## src/rtl/lock_guard_pkg.sv

```systemverilog
package lock_guard_pkg;

  localparam logic [2:0] OP_ERASE      = 3'd1;
  localparam logic [2:0] OP_PROG       = 3'd2;
  localparam logic [2:0] OP_SET_BLK    = 3'd3;
  localparam logic [2:0] OP_SET_MASTER = 3'd4;
  localparam logic [2:0] OP_CLR_BLKS   = 3'd5;

  // strobes from control to the protection store, valid for one edge
  typedef struct packed {
    logic setBlk;
    logic setMaster;
    logic clrBlks;
    logic raiseErr;
  } lockStrobe_t;

endpackage

```

## src/rtl/lock_guard_ctrl.sv

```systemverilog
module lock_guard_ctrl
  import lock_guard_pkg::*;
#(
  parameter int BUSY_CYCLES = 4
) (
  input  logic        clk,
  input  logic        rstN,
  input  logic        reqValid,
  input  logic [2:0]  reqOp,
  input  logic        holdReset,
  input  logic        progEnable,
  input  logic        blkIsLocked,
  input  logic        masterIsSet,
  output lockStrobe_t strobe,
  output logic        grant,
  output logic        deny,
  output logic        busy
);

  localparam int CNT_W = $clog2(BUSY_CYCLES + 1);
  localparam logic [CNT_W-1:0] CNT_LOAD = CNT_W'(BUSY_CYCLES);

  logic [CNT_W-1:0] busyCnt;
  logic opKnown;
  logic allowed;
  logic take;
  logic grantNext;
  logic denyNext;

  always_comb begin
    opKnown = 1'b0;
    allowed = 1'b0;
    unique case (reqOp)
      OP_ERASE, OP_PROG: begin
        opKnown = 1'b1;
        allowed = !blkIsLocked;
      end
      OP_SET_BLK, OP_CLR_BLKS: begin
        opKnown = 1'b1;
        allowed = !masterIsSet;
      end
      OP_SET_MASTER: begin
        opKnown = 1'b1;
        allowed = 1'b1;
      end
      default: begin
        opKnown = 1'b0;
        allowed = 1'b0;
      end
    endcase
    // the enable pin and the reset hold override every lock bit
    allowed   = allowed && progEnable && !holdReset;
    take      = reqValid && !busy && opKnown;
    grantNext = take && allowed;
    denyNext  = take && !allowed;

    strobe.setBlk    = grantNext && (reqOp == OP_SET_BLK);
    strobe.setMaster = grantNext && (reqOp == OP_SET_MASTER);
    strobe.clrBlks   = grantNext && (reqOp == OP_CLR_BLKS);
    strobe.raiseErr  = denyNext;
  end

  always_ff @(posedge clk or negedge rstN) begin
    if (!rstN) begin
      grant   <= 1'b0;
      deny    <= 1'b0;
      busyCnt <= '0;
    end else begin
      grant <= grantNext;
      deny  <= denyNext;
      if (holdReset)
        busyCnt <= '0;
      else if (grantNext)
        busyCnt <= CNT_LOAD;
      else if (busyCnt != '0)
        busyCnt <= busyCnt - 1'b1;
    end
  end

  assign busy = (busyCnt != '0);

endmodule

```

## src/rtl/lock_guard_store.sv

```systemverilog
module lock_guard_store
  import lock_guard_pkg::*;
#(
  parameter int NUM_BLOCKS = 64,
  parameter logic [NUM_BLOCKS-1:0] INIT_LOCKS = '0,
  parameter logic INIT_MASTER = 1'b0,
  localparam int BLK_W = $clog2(NUM_BLOCKS)
) (
  input  logic                  clk,
  input  logic                  rstN,
  input  lockStrobe_t           strobe,
  input  logic [BLK_W-1:0]      reqBlock,
  input  logic                  clrStatus,
  output logic [NUM_BLOCKS-1:0] lockBits,
  output logic                  masterLock,
  output logic                  errFlag,
  output logic                  blkIsLocked
);

  logic [NUM_BLOCKS-1:0] lockNext;

  for (genvar g = 0; g < NUM_BLOCKS; g++) begin : g_bit
    assign lockNext[g] = strobe.clrBlks ? 1'b0 :
                         (strobe.setBlk && (reqBlock == BLK_W'(g))) ? 1'b1 :
                         lockBits[g];
  end

  always_ff @(posedge clk or negedge rstN) begin
    if (!rstN) begin
      lockBits   <= INIT_LOCKS;
      masterLock <= INIT_MASTER;
      errFlag    <= 1'b0;
    end else begin
      lockBits <= lockNext;
      if (strobe.setMaster)
        masterLock <= 1'b1;
      // a new refusal wins over a clear in the same cycle
      errFlag <= strobe.raiseErr || (errFlag && !clrStatus);
    end
  end

  assign blkIsLocked = lockBits[reqBlock];

endmodule

```

## src/rtl/flash_lock_guard.sv

```systemverilog
module flash_lock_guard
  import lock_guard_pkg::*;
#(
  parameter int NUM_BLOCKS = 64,
  parameter int BUSY_CYCLES = 4,
  parameter logic [NUM_BLOCKS-1:0] INIT_LOCKS = '0,
  parameter logic INIT_MASTER = 1'b0,
  localparam int BLK_W = $clog2(NUM_BLOCKS)
) (
  input  logic                  clk,
  input  logic                  rstN,
  input  logic                  holdReset,
  input  logic                  progEnable,
  input  logic                  reqValid,
  input  logic [2:0]            reqOp,
  input  logic [BLK_W-1:0]      reqBlock,
  input  logic                  clrStatus,
  output logic                  grant,
  output logic                  deny,
  output logic                  busy,
  output logic                  errFlag,
  output logic                  masterLock,
  output logic [NUM_BLOCKS-1:0] lockBits
);

  lockStrobe_t strobe;
  logic blkIsLocked;

  lock_guard_ctrl #(
    .BUSY_CYCLES(BUSY_CYCLES)
  ) u_ctrl (
    .clk        (clk),
    .rstN       (rstN),
    .reqValid   (reqValid),
    .reqOp      (reqOp),
    .holdReset  (holdReset),
    .progEnable (progEnable),
    .blkIsLocked(blkIsLocked),
    .masterIsSet(masterLock),
    .strobe     (strobe),
    .grant      (grant),
    .deny       (deny),
    .busy       (busy)
  );

  lock_guard_store #(
    .NUM_BLOCKS (NUM_BLOCKS),
    .INIT_LOCKS (INIT_LOCKS),
    .INIT_MASTER(INIT_MASTER)
  ) u_store (
    .clk        (clk),
    .rstN       (rstN),
    .strobe     (strobe),
    .reqBlock   (reqBlock),
    .clrStatus  (clrStatus),
    .lockBits   (lockBits),
    .masterLock (masterLock),
    .errFlag    (errFlag),
    .blkIsLocked(blkIsLocked)
  );

endmodule

```

## config.mk

```make
export PLATFORM = sky130hd
export DESIGN_NAME = flash_lock_guard
export DESIGN_NICKNAME = d
export VERILOG_FILES = /design/src/rtl/lock_guard_pkg.sv /design/src/rtl/lock_guard_ctrl.sv /design/src/rtl/lock_guard_store.sv /design/src/rtl/flash_lock_guard.sv
export SDC_FILE = /design/constraint.sdc
export NUM_CORES = 1
export LEC_CHECK = 0
export ABC_AREA = 0
export BUFFER_PORTS_ARGS = -buffer_cell sky130_fd_sc_hd__buf_2
export CELL_PAD_IN_SITES_DETAIL_PLACEMENT = 1
export CELL_PAD_IN_SITES_GLOBAL_PLACEMENT = 1
export CORE_UTILIZATION = 30
export DETAILED_ROUTE_END_ITERATION = 10
export PLACE_DENSITY = 0.59
export SKIP_CTS_REPAIR_TIMING = 1
export SLEW_MARGIN = 5
export SYNTH_ARGS = -nofsm -noshare
export SYNTH_HDL_FRONTEND = slang
export SYNTH_SLANG_ARGS = --single-unit
```

## constraint.sdc

```tcl
create_clock -name clk -period 2.4 [get_ports clk]
set_clock_uncertainty 0.1 [all_clocks]
set_input_delay 0.12 -clock clk [delete_from_list [all_inputs] [get_ports clk]]
set_output_delay 0.12 -clock clk [all_outputs]
set_load 0.01 [all_outputs]
```

==> metrics.md <==
| Metric | Value |
|---|---|
| CTS tree | built |
| Worst Tran Pin Value | 1250 ps |
| Worst Hold End | u_store.errFlag$_DFF_PN0_ |
| R2R setup slack | -120 ps |
| Hold Crit Class | in -> reg |
| Largest net degree at the start of global routing | 72 |
| Hold violation total from the final report | 0 |
| Ys Warns | 0 |
| HPWL Detailed | 9310 um |
| Placed inst area | 4840 um2 |
| Worst endpoint required time | 2580 ps |
| Dominant cell type by area after synthesis | dfrtp_1 |
| I/O pin count | 84 |
| RR Startpoint | u_ctrl.busyCnt[1]$_DFFE_PN0P_ |
| VDD IR max | 0.000314 V |
| Drt pass-1 iters | 4 |
| Yosys reg bits | 71 |
| Post-synth EDFFs | 0 |
| Reg2reg end | u_store.lockBits[61]$_DFFE_PN0P_ |
| Net Count, Synth | 406 |
| Total Power | 3.44 mW |
| Synth cell types | 52 |
| Die height | 118 um |
| Status | complete, but fails checks |
| Number of port buffers | 83 |
| Hold path startpoint | clrStatus |
| Via-to-Cell Ratio | 5.18 |
| Drt initial violations | 213 |
| DR WL/cell | 20.7 um |
| Post-Syn Area | 4000 um2 |
| R2R depth | 11 |
| Hold path cells | 3 |
| DRT Wirelength | 14500 um |
| Wire length of the first global-routing pass | 20900 um |
| Proportion of layout cells with a drive suffix above 1 | 0.510 |
| Failing checks | setup timing |
| Most used DFF post-synth | dfrtp_1 |
| Final GP Congestion | 0.801 |
| Syn Inst Count | 389 |
| Crit share post-route | 1.05 |
| Worst Setup Path Type | reg -> reg |
| Fin crit period | 2520 ps |
| Max-Slew Margin vs Limit | 0.165 |
| Unrepaired setup endpoints after global routing | yes |
| Synth-to-Final Area Change | 48.8% |
| P_leak | 2.76 nW |
| Pwr per Cell Area | 578 nW/um2 |
| Antenna violations before repair | 0 |
| Vias | 3634 |
| DIE WIDTH | 118 um |
| Final #Nets | 541 |
| Synth Area per Inst | 10.3 um2 |
| Gr usage total | 0.198 |
| Crit path DAT | 2700 ps |
| Root buffer cell | clkbuf_16 |
| Initial Utilization | 0.312 |
| Commonest non-fill, non-tap cell in the layout | buf_2 |
| Core Region | 12800 um2 |
| Place WS | -190 ps |
| Maximum clock path buffer count | 2 |
| Vias in the first global route | 3560 |
| Fmax achieved | 0.396 GHz |
| Setup Viol. Count Final | 61 |
| Slew Limit Fails | 0 |
| Startpoint Class | flop |
| Cell area after layout | 5960 um2 |
| CP Max Fanout | 8 |
| Synth area leaders | dfrtp_1, a21oi_1, nor4_2, o21ai_0, a21oi_2 |
| DRC | 0 |
| H-tree depth | 3 |
| Worst-Skew Late Latency | 350 ps |
| Die area | 13800 um2 |
| Total clock buffers created by CTS | 9 |
| Max-Cap Viols | 0 |
| TNS Setup | -4020 ps |
| Crit end category | flop |
| Final worst slack | -124 ps |
| Worst-path clk slew | 60 ps |
| Grt total ovfl | 0 |
| Sink Count | 71 |
| Post-synth top area share | 0.444 |
| Final Core Density | 0.464 |
| Row Count | 41 |
| Post-synth ARST share | 1.00 |
| Antenna fix cells | 0 |
| Most frequent cells in the layout | buf_2, dfrtp_1, buf_4 |
| Antenna-violating nets left | 0 |
| Sequential-to-total area share from yosys stat | 0.444 |
## cell type report
cell class	count	area, um2
Clock inverter	6	83.8
Inverter	39	146
Multi-Input combinational cell	255	2360
Sequential cell	71	1780
Fill cell	1414	6870
Tap cell	172	215
Timing Repair Buffer	148	1130
Clock buffer	10	239
## power breakdown
group / internal, mW / leakage [nW] / switching (mW)
combinational: 0.326 / 1.61 / 0.375
sequential: 1.24 / 0.987 / 0.0409
clock: 0.934 / 0.162 / 0.529
## logic make-up (layout without fill, tap and decap cells)
family	count (synthesis)	after routing	synth area share
AO/OA/AOI/OAI	125	126	0.208
AND/OR/NAND/NOR	100	100	0.158
flip-flops	71	71	0.444
buffers and inverters	64	203	0.0813
multiplexers	25	25	0.0988
adder cells (fa/ha/maj)	2	2	0.00625
XOR/XNOR	2	2	0.00438
## registers in the layout (all words and copies together), names as in the netlist
| name | count |
|---|---|
| u_ctrl.deny | 1 |
| u_ctrl.busyCnt | 3 |
| u_ctrl.grant | 1 |
| u_store.masterLock | 1 |
| u_store.lockBits | 64 |
| u_store.errFlag | 1 |
## through the flow
step	hold slack (ps)	instances
after floorplan	-276	389
after global placement	85.6	660
after detailed placement	82.4	660
after CTS	-295	676
after global routing	26.0	701
final	2.25	701
## cells in the mapped netlist, types with 2 or more instances
| library cell | n |
|---|---|
| o22ai_1 | 2 |
| nand3_1 | 2 |
| mux4_1 | 4 |
| nor2b_1 | 3 |
| nor4_2 | 18 |
| dfrtp_1 | 71 |
| a21oi_1 | 47 |
| o21a_1 | 2 |
| buf_2 | 7 |
| a221o_1 | 2 |
| nand3b_1 | 3 |
| inv_1 | 38 |
| buf_8 | 2 |
| nand2_1 | 12 |
| nor3_1 | 2 |
| xnor2_1 | 2 |
| clkbuf_1 | 9 |
| nor2_1 | 41 |
| o21ai_0 | 36 |
| nand2b_1 | 8 |
| buf_4 | 2 |
| o211a_1 | 2 |
| mux2i_1 | 11 |
| mux4_2 | 6 |
| or2_2 | 3 |
| mux2_2 | 4 |
| ha_1 | 2 |
| buf_6 | 4 |
| a21oi_4 | 2 |
| a21oi_2 | 20 |
## how the worst max path moves through the flow
stage                                   from                               end  slack, ps  cells past startpoint
3_5_place_dp   u_ctrl.busyCnt[0]$_DFFE_PN0P_   u_store.lockBits[6]$_DFFE_PN0P_       -190                     11
3_3_place_gp   u_ctrl.busyCnt[0]$_DFFE_PN0P_   u_store.lockBits[6]$_DFFE_PN0P_       -110                     11
4_1_cts        u_ctrl.busyCnt[0]$_DFFE_PN0P_   u_store.lockBits[6]$_DFFE_PN0P_       -230                     11
5_1_grt        u_ctrl.busyCnt[1]$_DFFE_PN0P_  u_store.lockBits[60]$_DFFE_PN0P_       -240                     11
6_report       u_ctrl.busyCnt[1]$_DFFE_PN0P_  u_store.lockBits[61]$_DFFE_PN0P_       -120                     11
2_1_floorplan  u_ctrl.busyCnt[0]$_DFFE_PN0P_  u_store.lockBits[15]$_DFFE_PN0P_        120                     10
## critical path: stages (launching register included)
cell and delay, ps:
dfrtp_1 390, inv_2 90, ha_4 140, nor2b_4 150, inv_2 50, a2111oi_4 360, nand3_2 250, clkbuf_16 250
nor4_4 280, buf_4 190, a21oi_1 60, nor2_1 150
## per-layer routing
| layer | GRT usage | up-vias | share of wire |
|---|---|---|---|
| li1 | - | 1658 | - |
| met1 | 0.262 | 1867 | 0.44 |
| met2 | 0.313 | 90 | 0.50 |
| met3 | 0.0470 | 19 | 0.038 |
| met4 | 0.0801 | 0 | 0.017 |
| met5 | 0 | - | 0 |
Note: power is estimated with default switching activity, not from simulation.
